===== config.mk =====
export PLATFORM = sky130hd
export DESIGN_NAME = twb_slave
export DESIGN_NICKNAME = d
export VERILOG_FILES = /design/src/rtl/twb_pkg.sv /design/src/rtl/twb_sync.sv /design/src/rtl/twb_cond.sv /design/src/rtl/twb_byte.sv /design/src/rtl/twb_slave.sv
export SDC_FILE = /design/constraint.sdc
export NUM_CORES = 1
export LEC_CHECK = 0
export ABC_CLOCK_PERIOD_IN_PS = 2690
export BUFFER_PORTS_ARGS = -buffer_cell sky130_fd_sc_hd__clkbuf_2
export CORE_ASPECT_RATIO = 1.25
export CORE_UTILIZATION = 35
export DETAILED_ROUTE_END_ITERATION = 16
export GPL_TIMING_DRIVEN = 0
export PLACE_DENSITY = 0.54
export SLEW_MARGIN = 20
export SYNTH_ARGS = -nofsm -noshare
export SYNTH_HDL_FRONTEND = slang
export SYNTH_HIERARCHICAL = 1
export SYNTH_SLANG_ARGS = --single-unit

===== constraint.sdc =====
create_clock -name clk -period 2.69 [get_ports clk]
set_clock_uncertainty 0.1 [all_clocks]
set_input_delay 0.538 -clock clk [delete_from_list [all_inputs] [get_ports clk]]
set_output_delay 0.538 -clock clk [all_outputs]
set_load 0.005 [all_outputs]

===== src/rtl/twb_pkg.sv =====
package twb_pkg;

    // Bus events derived from the synchronized line samples
    typedef struct packed {
        logic start;
        logic stop;
        logic scl_rise;
        logic scl_fall;
        logic timeout;
    } bus_evt_t;

endpackage


===== src/rtl/twb_sync.sv =====
module twb_sync #(
    parameter int WIDTH   = 2,
    parameter bit RST_VAL = 1'b1
) (
    input  logic             clk,
    input  logic             rst_n,
    input  logic [WIDTH-1:0] d_i,
    output logic [WIDTH-1:0] q_o
);

    for (genvar g = 0; g < WIDTH; g++) begin : g_line
        typedef struct packed {
            logic meta;
            logic stab;
        } sync_t;

        sync_t st_d, st_q;

        always_comb begin
            st_d.meta = d_i[g];
            st_d.stab = st_q.meta;
        end

        always_ff @(posedge clk or negedge rst_n) begin
            if (!rst_n) begin
                st_q <= '{meta: RST_VAL, stab: RST_VAL};
            end else begin
                st_q <= st_d;
            end
        end

        assign q_o[g] = st_q.stab;
    end

endmodule


===== src/rtl/twb_cond.sv =====
module twb_cond
    import twb_pkg::*;
#(
    parameter int IDLE_CYC = 5000
) (
    input  logic     clk,
    input  logic     rst_n,
    input  logic     scl_s,
    input  logic     sda_s,
    output bus_evt_t evt_o,
    output logic     busy_o,
    output logic     start_o,
    output logic     stop_o
);

    localparam int            IW       = $clog2(IDLE_CYC + 1);
    localparam logic [IW-1:0] IDLE_MAX = IW'(IDLE_CYC);

    typedef struct packed {
        logic          scl_p;
        logic          sda_p;
        logic [IW-1:0] idle;
        logic          busy;
        logic          start;
        logic          stop;
    } cond_t;

    cond_t st_d, st_q;
    logic  start_c, stop_c, rise_c, fall_c, timeout_c;

    always_comb begin
        start_c   = scl_s && st_q.scl_p && st_q.sda_p && !sda_s;
        stop_c    = scl_s && st_q.scl_p && !st_q.sda_p && sda_s;
        rise_c    = scl_s && !st_q.scl_p;
        fall_c    = !scl_s && st_q.scl_p;
        timeout_c = st_q.busy && (st_q.idle == IDLE_MAX);

        st_d       = st_q;
        st_d.scl_p = scl_s;
        st_d.sda_p = sda_s;
        st_d.start = start_c;
        st_d.stop  = stop_c;

        if (scl_s && sda_s) begin
            if (st_q.idle != IDLE_MAX) begin
                st_d.idle = st_q.idle + 1'b1;
            end
        end else begin
            st_d.idle = '0;
        end

        if (start_c) begin
            st_d.busy = 1'b1;
        end else if (stop_c || timeout_c) begin
            st_d.busy = 1'b0;
        end
    end

    always_ff @(posedge clk or negedge rst_n) begin
        if (!rst_n) begin
            st_q <= '{scl_p: 1'b1, sda_p: 1'b1, idle: '0, busy: 1'b0,
                      start: 1'b0, stop: 1'b0};
        end else begin
            st_q <= st_d;
        end
    end

    always_comb begin
        evt_o.start    = start_c;
        evt_o.stop     = stop_c;
        evt_o.scl_rise = rise_c;
        evt_o.scl_fall = fall_c;
        evt_o.timeout  = timeout_c;
    end

    assign busy_o  = st_q.busy;
    assign start_o = st_q.start;
    assign stop_o  = st_q.stop;


    busy_release_chk: assert property (@(posedge clk) disable iff (!rst_n)
        $fell(st_q.busy) |-> $past(stop_c || (st_q.idle == IDLE_MAX)));


    idle_bound_chk: assert property (@(posedge clk) disable iff (!rst_n)
        st_q.idle <= IDLE_MAX);

endmodule


===== src/rtl/twb_byte.sv =====
module twb_byte
    import twb_pkg::*;
#(
    parameter int BITS = 8
) (
    input  logic            clk,
    input  logic            rst_n,
    input  bus_evt_t        evt_i,
    input  logic            sda_s,
    input  logic            tx_mode_i,
    input  logic [BITS-1:0] tx_byte_i,
    input  logic            ack_en_i,
    output logic            sda_oe_o,
    output logic            rx_valid_o,
    output logic [BITS-1:0] rx_byte_o,
    output logic            mack_valid_o,
    output logic            mack_ack_o
);

    localparam int            CW   = $clog2(BITS + 1);
    localparam logic [CW-1:0] LAST = CW'(BITS - 1);
    localparam logic [CW-1:0] FULL = CW'(BITS);

    typedef struct packed {
        logic            active;
        logic            seen_rise;
        logic            tx;
        logic [CW-1:0]   cnt;
        logic [BITS-1:0] shreg;
        logic            oe;
        logic            rx_valid;
        logic [BITS-1:0] rx_byte;
        logic            mack_valid;
        logic            mack_ack;
    } eng_t;

    eng_t st_d, st_q;

    always_comb begin
        st_d            = st_q;
        st_d.rx_valid   = 1'b0;
        st_d.mack_valid = 1'b0;

        if (evt_i.start) begin
            st_d.active    = 1'b1;
            st_d.seen_rise = 1'b0;
            st_d.tx        = 1'b0;
            st_d.cnt       = '0;
            st_d.oe        = 1'b0;
        end else if (evt_i.stop || evt_i.timeout) begin
            st_d.active    = 1'b0;
            st_d.seen_rise = 1'b0;
            st_d.tx        = 1'b0;
            st_d.cnt       = '0;
            st_d.oe        = 1'b0;
        end else if (st_q.active) begin
            if (evt_i.scl_rise) begin
                st_d.seen_rise = 1'b1;
                if (st_q.cnt < FULL) begin
                    if (!st_q.tx) begin
                        st_d.shreg = {st_q.shreg[BITS-2:0], sda_s};
                    end
                end else if (st_q.tx) begin
                    st_d.mack_valid = 1'b1;
                    st_d.mack_ack   = !sda_s;
                end
            end else if (evt_i.scl_fall && st_q.seen_rise) begin
                st_d.seen_rise = 1'b0;
                if (st_q.cnt < LAST) begin
                    st_d.cnt = st_q.cnt + 1'b1;
                    if (st_q.tx) begin
                        st_d.shreg = st_q.shreg << 1;
                        st_d.oe    = !st_q.shreg[BITS-2];
                    end
                end else if (st_q.cnt == LAST) begin
                    st_d.cnt = FULL;
                    if (st_q.tx) begin
                        st_d.oe = 1'b0;
                    end else begin
                        st_d.rx_valid = 1'b1;
                        st_d.rx_byte  = st_q.shreg;
                        st_d.oe       = ack_en_i;
                    end
                end else begin
                    st_d.cnt = '0;
                    if (tx_mode_i && (!st_q.tx || st_q.mack_ack)) begin
                        st_d.tx    = 1'b1;
                        st_d.shreg = tx_byte_i;
                        st_d.oe    = !tx_byte_i[BITS-1];
                    end else begin
                        st_d.tx = 1'b0;
                        st_d.oe = 1'b0;
                    end
                end
            end
        end
    end

    always_ff @(posedge clk or negedge rst_n) begin
        if (!rst_n) begin
            st_q <= '0;
        end else begin
            st_q <= st_d;
        end
    end

    assign sda_oe_o     = st_q.oe;
    assign rx_valid_o   = st_q.rx_valid;
    assign rx_byte_o    = st_q.rx_byte;
    assign mack_valid_o = st_q.mack_valid;
    assign mack_ack_o   = st_q.mack_ack;


    bit_cnt_range_chk: assert property (@(posedge clk) disable iff (!rst_n)
        st_q.cnt <= FULL);


    rx_not_in_tx_chk: assert property (@(posedge clk) disable iff (!rst_n)
        st_q.rx_valid |-> !st_q.tx);


    mack_only_tx_chk: assert property (@(posedge clk) disable iff (!rst_n)
        st_q.mack_valid |-> st_q.tx);

endmodule


===== src/rtl/twb_slave.sv =====
module twb_slave
    import twb_pkg::*;
#(
    parameter int CLK_FREQ_HZ = 100_000_000,
    parameter int IDLE_US     = 50,
    parameter int BITS        = 8
) (
    input  logic            clk,
    input  logic            rst_n,
    input  logic            scl_i,
    input  logic            sda_i,
    output logic            sda_oe_o,
    input  logic            tx_mode_i,
    input  logic [BITS-1:0] tx_byte_i,
    input  logic            ack_en_i,
    output logic            rx_valid_o,
    output logic [BITS-1:0] rx_byte_o,
    output logic            start_o,
    output logic            stop_o,
    output logic            busy_o,
    output logic            mack_valid_o,
    output logic            mack_ack_o
);

    localparam int IDLE_CYC = (CLK_FREQ_HZ / 1_000_000) * IDLE_US;

    logic [1:0] line_raw, line_syn;
    logic       scl_s, sda_s;
    bus_evt_t   evt;

    assign line_raw = {scl_i, sda_i};
    assign scl_s    = line_syn[1];
    assign sda_s    = line_syn[0];

    twb_sync #(.WIDTH(2), .RST_VAL(1'b1)) u_sync (
        .clk   (clk),
        .rst_n (rst_n),
        .d_i   (line_raw),
        .q_o   (line_syn)
    );

    twb_cond #(.IDLE_CYC(IDLE_CYC)) u_cond (
        .clk     (clk),
        .rst_n   (rst_n),
        .scl_s   (scl_s),
        .sda_s   (sda_s),
        .evt_o   (evt),
        .busy_o  (busy_o),
        .start_o (start_o),
        .stop_o  (stop_o)
    );

    twb_byte #(.BITS(BITS)) u_byte (
        .clk          (clk),
        .rst_n        (rst_n),
        .evt_i        (evt),
        .sda_s        (sda_s),
        .tx_mode_i    (tx_mode_i),
        .tx_byte_i    (tx_byte_i),
        .ack_en_i     (ack_en_i),
        .sda_oe_o     (sda_oe_o),
        .rx_valid_o   (rx_valid_o),
        .rx_byte_o    (rx_byte_o),
        .mack_valid_o (mack_valid_o),
        .mack_ack_o   (mack_ack_o)
    );


    start_busy_chk: assert property (@(posedge clk) disable iff (!rst_n)
        start_o |-> busy_o);


    stop_free_chk: assert property (@(posedge clk) disable iff (!rst_n)
        stop_o |-> !busy_o);


    oe_low_phase_chk: assert property (@(posedge clk) disable iff (!rst_n)
        (sda_oe_o != $past(sda_oe_o)) |-> !scl_s);


    idle_release_chk: assert property (@(posedge clk) disable iff (!rst_n)
        !busy_o |-> !sda_oe_o);

endmodule


==> impl_summary.log, run 1 <==
INFO  metric status = finished, final reports clean
INFO  metric worst_ir_drop_vdd = 0.0002474 V
INFO  metric dpl.cell_count = 320
INFO  metric crit_path_cell_trace = or4b_1 > nor4_4 > and2_2 > buf_4 > nor3_4 > nand2_1 > o22ai_4 > mux2_2
INFO  metric layout-drive-gt1-share = 40.49%
INFO  metric via_count = 1622
INFO  metric detail-route-antenna-nets = 0
INFO  metric chip_height = 94.27 microns
INFO  metric layout_commonest_cell = sky130_fd_sc_hd__dfrtp_1
INFO  metric ys_ff_latch = 49
INFO  metric rsz0062_at_grt = yes
INFO  metric worst-slew-pin-transition = 0.6653 ns
INFO  metric syn-mean-instance-area = 11.63 sq um
INFO  metric synthesis.nets = 222
INFO  metric cp_data_required_time = 2.78 ns
INFO  metric power_density_over_the_cells = 520.2 nW/um^2
INFO  metric placement.io_buffers = 28
INFO  metric setup_viol = 0
INFO  metric cts-htree-levels = 2
INFO  metric gr_overflow_total = 0
INFO  metric path_buf_inv = 1
INFO  metric dieWidth = 75.81 microns
INFO  metric net_count_of_the_finished_layout = 263
INFO  metric wire_length_of_the_first_global_routing_pass = 7445 microns
INFO  metric worst_path_dominant_cell_family = simple AND/OR/NAND/NOR gates
INFO  metric timing.critical_path.arrival = 2.65 ns
INFO  metric leakage = 1.299 nW
INFO  metric timing.final.max_slew_violations = 0
INFO  metric placeableCoreArea = 6565 sq um
INFO  metric syn_inst = 205
INFO  metric insertedDiodeCount = 0
INFO  metric power.total = 0.001462 W
INFO  metric number_of_cts_inserted_buffers = 5
INFO  metric drt-pass1-iter-count = 4
INFO  metric tritoncts = yes
INFO  metric cts-root-to-sink-buffers = 2
INFO  metric floorplan.initialDensity = 36.31%
INFO  metric drt_drc_violations_left = 0
INFO  metric final_hold_viol_count = 0
INFO  metric critical_path.endpoint_type = flip-flop
INFO  metric clk-insertion-delay-late = 0.29 ns
INFO  metric detail_route.wirelength = 4357 microns
INFO  metric syn_area = 2384 sq um
INFO  metric crit_path_max_incr_delay = 0.59 ns
INFO  metric synth-main-ff-cell = sky130_fd_sc_hd__dfrtp_1
INFO  metric timing.final.crit_period = 2.565 ns
INFO  metric initial_antenna_violation_count = 0
INFO  metric number_of_global_route_vias_before_repair = 1557
INFO  metric synth_enable_flop_cells = 0
INFO  metric wl_per_cell = 13.04 microns
INFO  metric detailedPlacementHpwl = 3071 microns
INFO  metric drt_iter0_drc = 58
INFO  metric timing.max_slew.rel_slack = 55.65%
INFO  metric timing.critical_path.slowest_stage_cell = sky130_fd_sc_hd__or4b_1
INFO  metric detail_route.vias_per_cell = 4.856
INFO  metric yosysUniqueCellTypes = 52
INFO  metric crit_path_start_kind = flip-flop
INFO  metric max_clock_freq = 0.3899 GHz
INFO  metric worst_setup_hold_path_clk_slew = 0.09 ns
INFO  metric cts_num_sinks = 49
INFO  metric seq_area_frac_synth = 51.76%
INFO  metric grt_use_total = 13.94%
INFO  metric die-area = 7146 sq um
INFO  metric async_set_or_reset_register_ratio_after_synthesis = 100.0%
INFO  metric crit_type = flip-flop to flip-flop
INFO  metric gp_congestion = 0.8111
INFO  metric nFillCells = 645
INFO  metric most-common-layout-cells = sky130_fd_sc_hd__dfrtp_1 (43), sky130_fd_sc_hd__clkbuf_2 (27), sky130_fd_sc_hd__mux2_2 (22)
INFO  metric worst_hold_slack = 0.1818 ns
INFO  metric yosysWarningCount = 6
INFO  metric hp-class = primary input to async pin
INFO  metric instances_no_fill = 334
INFO  metric area.growth.synth_to_final = 17.90%
INFO  metric floorplan.rows = 33
INFO  metric clock_tree.root_cell = sky130_fd_sc_hd__clkbuf_8
INFO  metric period_utilization_post_route = 95.35%
INFO  metric boundaryPins = 29
INFO  metric drv_cap = 0
INFO  metric largest_net_degree_at_the_start_of_global_routing = 50
INFO  metric critPathMaxFanout = 8
-- registers in the layout, indices dropped and copies added (netlist names) --
signal / cells
u_byte/st_q: 15
u_sync/g_line.st_d: 2
u_cond/st_q: 15
u_cond/start_o: 1
u_byte/mack_ack_o: 1
u_cond/stop_o: 1
u_byte/sda_oe_o: 1
u_byte/rx_byte_o: 8
u_sync/q_o: 2
u_cond/busy_o: 1
u_byte/rx_valid_o: 1
u_byte/mack_valid_o: 1
-- repair_timing --
item	in CTS	in global routing
hold buffers	0	0
buffers inserted	3	3
gates resized for setup	0	2
endpoints found under the setup margin	16	16
pin swaps	2	2
-- cells by family (layout without fill, tap and decap cells) --
logic type | after synthesis | count (layout) | synth area share (%)
XOR/XNOR | 8 | 8 | 2.940
buffers and inverters | 22 | 64 | 5.774
flip-flops | 49 | 49 | 51.76
adder cells (fa/ha/maj) | 3 | 3 | 1.575
multiplexers | 24 | 24 | 11.23
AO/OA/AOI/OAI | 28 | 28 | 8.295
AND/OR/NAND/NOR | 71 | 71 | 18.42
-- metal layers --
layer | vias to the layer above | part of all wire [%] | global-route usage (%)
met4 | 0 | 1.1 | 4.938
met1 | 783 | 43 | 17.26
met2 | 26 | 53 | 23.45
met5 | - | 0 | 0
li1 | 809 | - | -
met3 | 4 | 2.6 | 2.897
-- power breakdown --
| group | switching, W | internal [W] | leakage (nW) |
|---|---|---|---|
| clock | 0.000248 | 0.000278 | 0.0543 |
| sequential | 0.0000268 | 0.000777 | 0.656 |
| combinational | 0.0000662 | 0.0000650 | 0.589 |
| total | 0.000341 | 0.00112 | 1.30 |
-- metrics by stage --
step	cell area (sq um)	utilization (%)	worst slack [ns]	setup TNS [ns]
final	2810	42.81	0.1252	0
after global routing	2810	42.81	-0.006867	-0.03412
after CTS	2773	42.23	-0.01632	-0.03189
after detailed placement	2635	40.14	-0.1513	-1.412
after global placement	2633	40.10	-0.1558	-1.342
after floorplan	2384	-	0.2083	0
-- synthesized netlist by cell type, drive strengths merged (3+ instances only) --
master  instances  area [sq um]
o21ai           4         20.02
dfstp           6         157.7
nor3            3         26.28
xor2            5         43.79
ha              3         37.54
nor3b           3         22.52
nor2           15         56.30
nand2          15         56.30
inv             5         18.77
xnor2           3         26.28
nand3           8         45.04
dfrtp          43          1076
or3             4         26.28
buf            17         118.9
nand4           3         18.77
nor4            4         55.05
a21oi           8         40.04
mux2           22         247.7
-- layout make-up --
cell class | instances | area (sq um) | area share (%)
Multi-Input combinational cell | 134 | 1027 | 36.55
Clock inverter | 3 | 46.29 | 1.647
Clock buffer | 5 | 68.82 | 2.449
Timing Repair Buffer | 34 | 187.7 | 6.679
Tap cell | 87 | 108.9 | 3.874
Buffer | 17 | 118.9 | 4.230
Inverter | 5 | 18.77 | 0.6679
Sequential cell | 49 | 1234 | 43.90
-- worst paths after layout --
kind,startpoint,end,slack (ns),depth (start not counted)
max,u_cond/st_q[8],u_byte/st_q[17],0.13,8
min,rst_n,u_byte/rx_valid_o,0.18,1
max reg2reg,u_cond/st_q[8],u_byte/st_q[17],0.13,8
min reg2reg,u_sync/g_line[0].st_d[0],u_sync/q_o[0],0.26,0
max in group asynchronous,rst_n,u_cond/st_q[4],1.85,1
min in group clk,sda_i,u_sync/g_line[0].st_d[0],0.22,1
No activity file was read; power rests on OpenSTA's default activity.
==> inputs of run 2 (changes only) <==
--- a/config.mk
+++ b/config.mk
@@ -7,11 +7,14 @@
 export LEC_CHECK = 0
 export ABC_CLOCK_PERIOD_IN_PS = 2690
 export BUFFER_PORTS_ARGS = -buffer_cell sky130_fd_sc_hd__clkbuf_2
+export CELL_PAD_IN_SITES_DETAIL_PLACEMENT = 1
+export CELL_PAD_IN_SITES_GLOBAL_PLACEMENT = 1
 export CORE_ASPECT_RATIO = 1.25
 export CORE_UTILIZATION = 35
 export DETAILED_ROUTE_END_ITERATION = 16
 export GPL_TIMING_DRIVEN = 0
-export PLACE_DENSITY = 0.54
+export PLACE_DENSITY = 0.64
+export SETUP_SLACK_MARGIN = 0.2
 export SLEW_MARGIN = 20
 export SYNTH_ARGS = -nofsm -noshare
 export SYNTH_HDL_FRONTEND = slang
==> constraint.sdc (replaced) <==
create_clock -name clk -period 2.69 [get_ports clk]
set_clock_uncertainty 0.1 [all_clocks]
set_input_delay 0 -clock clk [delete_from_list [all_inputs] [get_ports clk]]
set_output_delay 0 -clock clk [all_outputs]
set_load 0.005 [all_outputs]
==> impl_summary.log, run 2 (synthesis gave the netlist of run 1 again) <==
INFO  metric detail_route.wirelength = 5295 microns
INFO  metric largest_net_degree_at_the_start_of_global_routing = 50
INFO  metric final-seq-area = 1235 sq um
INFO  metric detail-route-antenna-nets = 0
INFO  metric timing.critical_path.arrival = 2.56 ns
INFO  metric area.growth.synth_to_final = 26.82%
INFO  metric r2r_cells = 9
INFO  metric cp_data_required_time = 2.79 ns
INFO  metric via_count = 1758
INFO  metric timing.final.max_slew_violations = 0
INFO  metric dieWidth = 75.81 microns
INFO  metric nFillCells = 748
INFO  metric die-area = 7146 sq um
INFO  metric period_utilization_post_route = 91.41%
INFO  metric cts-root-to-sink-buffers = 2
INFO  metric worst_setup_hold_path_clk_slew = 0.10 ns
INFO  metric critical_path.endpoint_type = flip-flop
INFO  metric r2r_setup_slack = 0.23 ns
INFO  metric clk-insertion-delay-late = 0.31 ns
INFO  metric busiest_layer = met2
INFO  metric regToRegEndpoint = u_byte/rx_byte_o[2]
INFO  metric status = finished, final reports clean
INFO  metric initial_antenna_violation_count = 0
INFO  metric insertedDiodeCount = 0
INFO  metric pre_cts_ws = -0.2225 ns
INFO  metric final_hold_viol_count = 0
INFO  metric crit_path_end = u_byte/rx_byte_o[2]
INFO  metric layout_commonest_cell = sky130_fd_sc_hd__dfrtp_1
INFO  metric wire_length_of_the_first_global_routing_pass = 8825 microns
INFO  metric timing.max_slew.rel_slack = 54.32%
INFO  metric drt_iter0_drc = 50
INFO  metric drt-pass1-iter-count = 4
INFO  metric gr_overflow_total = 0
INFO  metric number_of_cts_inserted_buffers = 5
INFO  metric critPathMaxFanout = 5
INFO  metric floorplan.rows = 33
INFO  metric worst-slew-pin-transition = 0.6852 ns
INFO  metric drt_drc_violations_left = 0
INFO  metric layout-drive-gt1-share = 43.01%
INFO  metric rsz0062_at_grt = yes
INFO  metric timing.final.ws_setup = 0.2310 ns
INFO  metric cts-htree-levels = 2
INFO  metric gp_congestion = 0.7297
INFO  metric cts_num_sinks = 49
INFO  metric timing.final.crit_period = 2.459 ns
INFO  metric fin_setup_tns = 0 ns
INFO  metric power_density_over_the_cells = 472.2 nW/um^2
INFO  metric reg2reg_from = u_cond/st_q[5]
INFO  metric drv_cap = 0
INFO  metric chip_height = 94.27 microns
INFO  metric max_clock_freq = 0.4067 GHz
INFO  metric placeableCoreArea = 6565 sq um
INFO  metric setup_viol = 0
INFO  metric detailedPlacementHpwl = 3321 microns
INFO  metric grt_util_met1 = 19.15%
INFO  metric multi_input_logic_area = 1036 sq um
INFO  metric use_met2 = 30.16%
INFO  metric net_count_of_the_finished_layout = 288
INFO  metric placement.io_buffers = 28
INFO  metric worst_ir_drop_vdd = 0.0002525 V
INFO  metric detail_route.vias_per_cell = 4.897
INFO  metric clock_tree.root_cell = sky130_fd_sc_hd__clkbuf_8
INFO  metric grt_use_total = 16.66%
INFO  metric most-common-layout-cells = sky130_fd_sc_hd__dfrtp_1 (42), sky130_fd_sc_hd__buf_4 (31), sky130_fd_sc_hd__clkbuf_2 (27)
INFO  metric leakage = 1.405 nW
INFO  metric crit_type = flip-flop to flip-flop
INFO  metric postPlaceCellArea = 2635 sq um
INFO  metric grtUsageMet3 = 2.575%
INFO  metric boundaryPins = 29
INFO  metric floorplan.initialDensity = 36.31%
INFO  metric tritoncts = yes
INFO  metric worstSetupStartpoint = u_cond/st_q[5]
INFO  metric number_of_global_route_vias_before_repair = 1848
INFO  metric design_area = 3023 sq um
INFO  metric crit_path_start_kind = flip-flop
INFO  metric wl_per_cell = 14.75 microns
INFO  metric hp-class = primary input to flip-flop
## run 2: cell types whose count changed in the layout (fill, tap and decap cells not counted), sizes merged
| cell | delta |
|---|---|
| dlygate4sd3 | +13 |
| buf | +12 |
| inv | +1 |
| bufinv | -1 |
## run 2: repair_timing
| item | 4_1_cts | 5_1_grt |
|---|---|---|
| cloned | 0 | 0 |
| hold buffers | 13 | 0 |
| pin swaps | 4 | 8 |
| resized for setup | 6 | 3 |
| setup endpoints to repair | 16 | 16 |
| endpoints found under the hold margin | 55 | 0 |
| setup buffers | 12 | 6 |
## run 2: critical path: stages (launching register included)
cell	delay, ns
sky130_fd_sc_hd__dfrtp_2	0.44
sky130_fd_sc_hd__or4b_4	0.55
sky130_fd_sc_hd__nor4_4	0.33
sky130_fd_sc_hd__and2_4	0.20
sky130_fd_sc_hd__buf_6	0.09
sky130_fd_sc_hd__nor3_4	0.05
sky130_fd_sc_hd__nand3_4	0.11
sky130_fd_sc_hd__nor4_4	0.05
sky130_fd_sc_hd__buf_4	0.16
sky130_fd_sc_hd__mux2_2	0.26
## run 2: stage by stage
step / hold WS [ns] / power, W / std cells / utilization [%]
2_1_floorplan: -0.3956 / 0.0008947 / 205 / -
3_3_place_gp: -0.01169 / 0.0009440 / 320 / 40.10
3_5_place_dp: -0.01069 / 0.0009476 / 320 / 40.14
4_1_cts: 0.1377 / 0.001443 / 353 / 45.26
5_1_grt: 0.2021 / 0.001500 / 359 / 46.05
6_report: 0.1616 / 0.001427 / 359 / 46.05
## run 2: layer usage
layer	part of all wire [%]	wire length, microns	up-vias
li1	-	-	854
met5	0	0	-
met4	1.6	86	0
met3	2.2	117	7
met1	42	2233	870
met2	54	2858	27
## run 2: area by class of cell
cell class              count  share of cell area, %
repair buffers             59                  13.49
multi-input cells         134                  34.27
clock inverters             3                 0.8278
well taps                  87                  3.601
inverters                   5                 0.6209
clock buffers               5                  2.276
plain buffers              17                  4.056
flip-flops and latches     49                  40.85
## run 2: where the power goes
part	switching (W)	internal (W)	total (W)
logic	0.0000769	0.0000871	0.000164
registers	0.0000270	0.000777	0.000804
clock network	0.000271	0.000188	0.000459
## run 2: worst min path at each step
| stage | from | endpoint | slack, ns | cells after the start |
|---|---|---|---|---|
| after global placement | scl_i | u_sync/g_line[1].st_d[0] | -0.01 | 1 |
| after CTS | ack_en_i | u_byte/sda_oe_o | 0.14 | 4 |
| final | ack_en_i | u_byte/sda_oe_o | 0.16 | 4 |
| after floorplan | rst_n | u_byte/mack_ack_o | -0.40 | 0 |
| after global routing | ack_en_i | u_byte/sda_oe_o | 0.20 | 4 |
| after detailed placement | sda_i | u_sync/g_line[0].st_d[0] | -0.01 | 1 |
==> inputs of run 3 (changes only) <==
--- a/config.mk
+++ b/config.mk
@@ -10,10 +10,10 @@
 export CELL_PAD_IN_SITES_DETAIL_PLACEMENT = 1
 export CELL_PAD_IN_SITES_GLOBAL_PLACEMENT = 1
 export CORE_ASPECT_RATIO = 1.25
-export CORE_UTILIZATION = 35
+export CORE_UTILIZATION = 45
 export DETAILED_ROUTE_END_ITERATION = 16
 export GPL_TIMING_DRIVEN = 0
-export PLACE_DENSITY = 0.64
+export PLACE_DENSITY = 0.85
 export SETUP_SLACK_MARGIN = 0.2
 export SLEW_MARGIN = 20
 export SYNTH_ARGS = -nofsm -noshare
==> impl_summary.log, run 3 (synthesis gave the netlist of run 1 again) <==
INFO  metric timing.final.ws_setup = 0.2565 ns
INFO  metric insertedDiodeCount = 0
INFO  metric r2r_setup_slack = 0.26 ns
INFO  metric max_clock_freq = 0.4109 GHz
INFO  metric gr_overflow_total = 0
INFO  metric detailedPlacementHpwl = 3512 microns
INFO  metric die-area = 5594 sq um
INFO  metric hp-class = primary input to async pin
INFO  metric power.share.combinational = 10.8%
INFO  metric via_count = 1828
INFO  metric wl_per_cell = 17.73 microns
INFO  metric detail-route-antenna-nets = 0
INFO  metric area.growth.synth_to_final = 27.66%
INFO  metric tritoncts = yes
INFO  metric drt_drc_violations_left = 0
INFO  metric grt_use_total = 22.74%
INFO  metric setup_viol = 0
INFO  metric cts-root-to-sink-buffers = 2
INFO  metric wire_length_of_the_first_global_routing_pass = 9432 microns
INFO  metric worst-slew-pin-transition = 0.6559 ns
INFO  metric power_density_over_the_cells = 524.9 nW/um^2
INFO  metric timing.critical_path.arrival = 2.52 ns
INFO  metric drt_iter0_drc = 88
INFO  metric dieWidth = 67.10 microns
INFO  metric layout-drive-gt1-share = 42.65%
INFO  metric crit_path_start_kind = flip-flop
INFO  metric cts_num_sinks = 49
INFO  metric crit_type = flip-flop to flip-flop
INFO  metric critPathMaxFanout = 8
INFO  metric initial_antenna_violation_count = 0
INFO  metric detail_route.vias_per_cell = 5.473
INFO  metric net_count_of_the_finished_layout = 288
INFO  metric rsz0062_at_grt = yes
INFO  metric most-common-layout-cells = sky130_fd_sc_hd__dfrtp_1 (42), sky130_fd_sc_hd__buf_4 (30), sky130_fd_sc_hd__clkbuf_2 (27)
INFO  metric timing.max_slew.rel_slack = 56.27%
INFO  metric power_dissipated_by_switching_net_loads = 0.0003614 W
INFO  metric leakage = 1.433 nW
INFO  metric power.total = 0.001597 W
INFO  metric period_utilization_post_route = 90.46%
INFO  metric pre_cts_ws = -0.1694 ns
INFO  metric internal_power = 0.001236 W
INFO  metric chip_height = 83.37 microns
INFO  metric cts-htree-levels = 2
INFO  metric number_of_global_route_vias_before_repair = 1962
INFO  metric seq_power_share = 50.7%
INFO  metric detail_route.wirelength = 5922 microns
INFO  metric layout_commonest_cell = sky130_fd_sc_hd__dfrtp_1
INFO  metric final_hold_viol_count = 0
INFO  metric drv_cap = 0
INFO  metric critical_path.endpoint_type = flip-flop
INFO  metric largest_net_degree_at_the_start_of_global_routing = 50
INFO  metric number_of_cts_inserted_buffers = 5
INFO  metric power.switching_fraction = 22.63%
INFO  metric cp_data_required_time = 2.78 ns
INFO  metric worst_setup_hold_path_clk_slew = 0.09 ns
INFO  metric boundaryPins = 29
INFO  metric gp_congestion = 0.7515
INFO  metric placement.io_buffers = 28
INFO  metric status = finished, final reports clean
INFO  metric clock_tree.root_cell = sky130_fd_sc_hd__clkbuf_8
INFO  metric clock_power_share = 38.5%
INFO  metric timing.final.crit_period = 2.433 ns
INFO  metric placeableCoreArea = 5080 sq um
INFO  metric floorplan.rows = 29
INFO  metric timing.final.max_slew_violations = 0
INFO  metric floorplan.initialDensity = 46.92%
INFO  metric clk-insertion-delay-late = 0.31 ns
INFO  metric drt-pass1-iter-count = 4
INFO  metric worst_ir_drop_vdd = 0.0003006 V
run 3: area by class of cell:
cell class,instances,area (sq um)
plain buffers,17,118.9
clock buffers,5,68.82
clock inverters,3,65.06
fillers,538,2037
inverters,5,18.77
multi-input cells,134,1035
flip-flops and latches,49,1235
well taps,62,77.57
repair buffers,59,424.2
run 3: through the flow:
| stage | setup TNS, ns | instance area (sq um) | utilization, % | hold WS (ns) | instances |
|---|---|---|---|---|---|
| finish | 0 | 3043 | 59.90 | 0.1834 | 334 |
| global route | 0 | 3043 | 59.90 | 0.2125 | 334 |
| CTS | 0 | 2944 | 57.96 | 0.1483 | 323 |
| detailed placement | -1.316 | 2604 | 51.26 | -0.007560 | 295 |
| global placement | -0.8246 | 2601 | 51.21 | -0.01208 | 295 |
| floorplan | 0 | 2384 | - | -0.3956 | 205 |
run 3: power by group through the flow:
stage | Clock [W] | Sequential, W | Combinational (W)
3_3_place_gp | 0 | 0.000818 | 0.000122
6_report | 0.000615 | 0.000810 | 0.000172
4_1_cts | 0.000630 | 0.000809 | 0.000156
3_5_place_dp | 0 | 0.000823 | 0.000129
2_1_floorplan | 0 | 0.000813 | 0.0000819
5_1_grt | 0.000657 | 0.000816 | 0.000190
run 3: path summary, 6_finish.rpt:
kind | from | end | cells past startpoint
worst min-delay path | rst_n | u_byte/mack_valid_o | 2
max in group asynchronous | rst_n | u_cond/st_q[5] | 2
worst max-delay path | u_cond/st_q[5] | u_byte/st_q[14] | 9
worst max register to register | u_cond/st_q[5] | u_byte/st_q[14] | 9
min in group clk | scl_i | u_sync/g_line[1].st_d[0] | 2
worst min register to register | u_sync/g_line[0].st_d[0] | u_sync/q_o[0] | 0
run 3: worst max-delay path, stage by stage, from the launching register on:
cell	delay, ns
sky130_fd_sc_hd__dfrtp_2	0.44
sky130_fd_sc_hd__or4b_4	0.53
sky130_fd_sc_hd__nor4_4	0.29
sky130_fd_sc_hd__and2_2	0.18
sky130_fd_sc_hd__buf_4	0.11
sky130_fd_sc_hd__nor3_4	0.05
sky130_fd_sc_hd__nand3_4	0.11
sky130_fd_sc_hd__o22ai_4	0.08
sky130_fd_sc_hd__buf_12	0.16
sky130_fd_sc_hd__mux2_2	0.27
run 3: per-layer routing:
layer | vias to the layer above | routed length, microns | global-route usage (%) | share of wire (%)
met5 | - | 0 | 0 | 0
met4 | 0 | 136 | 9.284 | 2.3
met3 | 13 | 126 | 4.121 | 2.1
met2 | 40 | 3259 | 41.82 | 55
met1 | 920 | 2400 | 24.28 | 41
li1 | 855 | - | - | -
run 3: timing repair:
action | 4_1_cts | 5_1_grt
hold buffers | 13 | 0
setup buffers | 7 | 11
gates resized for setup | 5 | 2
hold endpoints to repair | 54 | 0
pin swaps | 4 | 6
endpoints found under the setup margin | 16 | 16
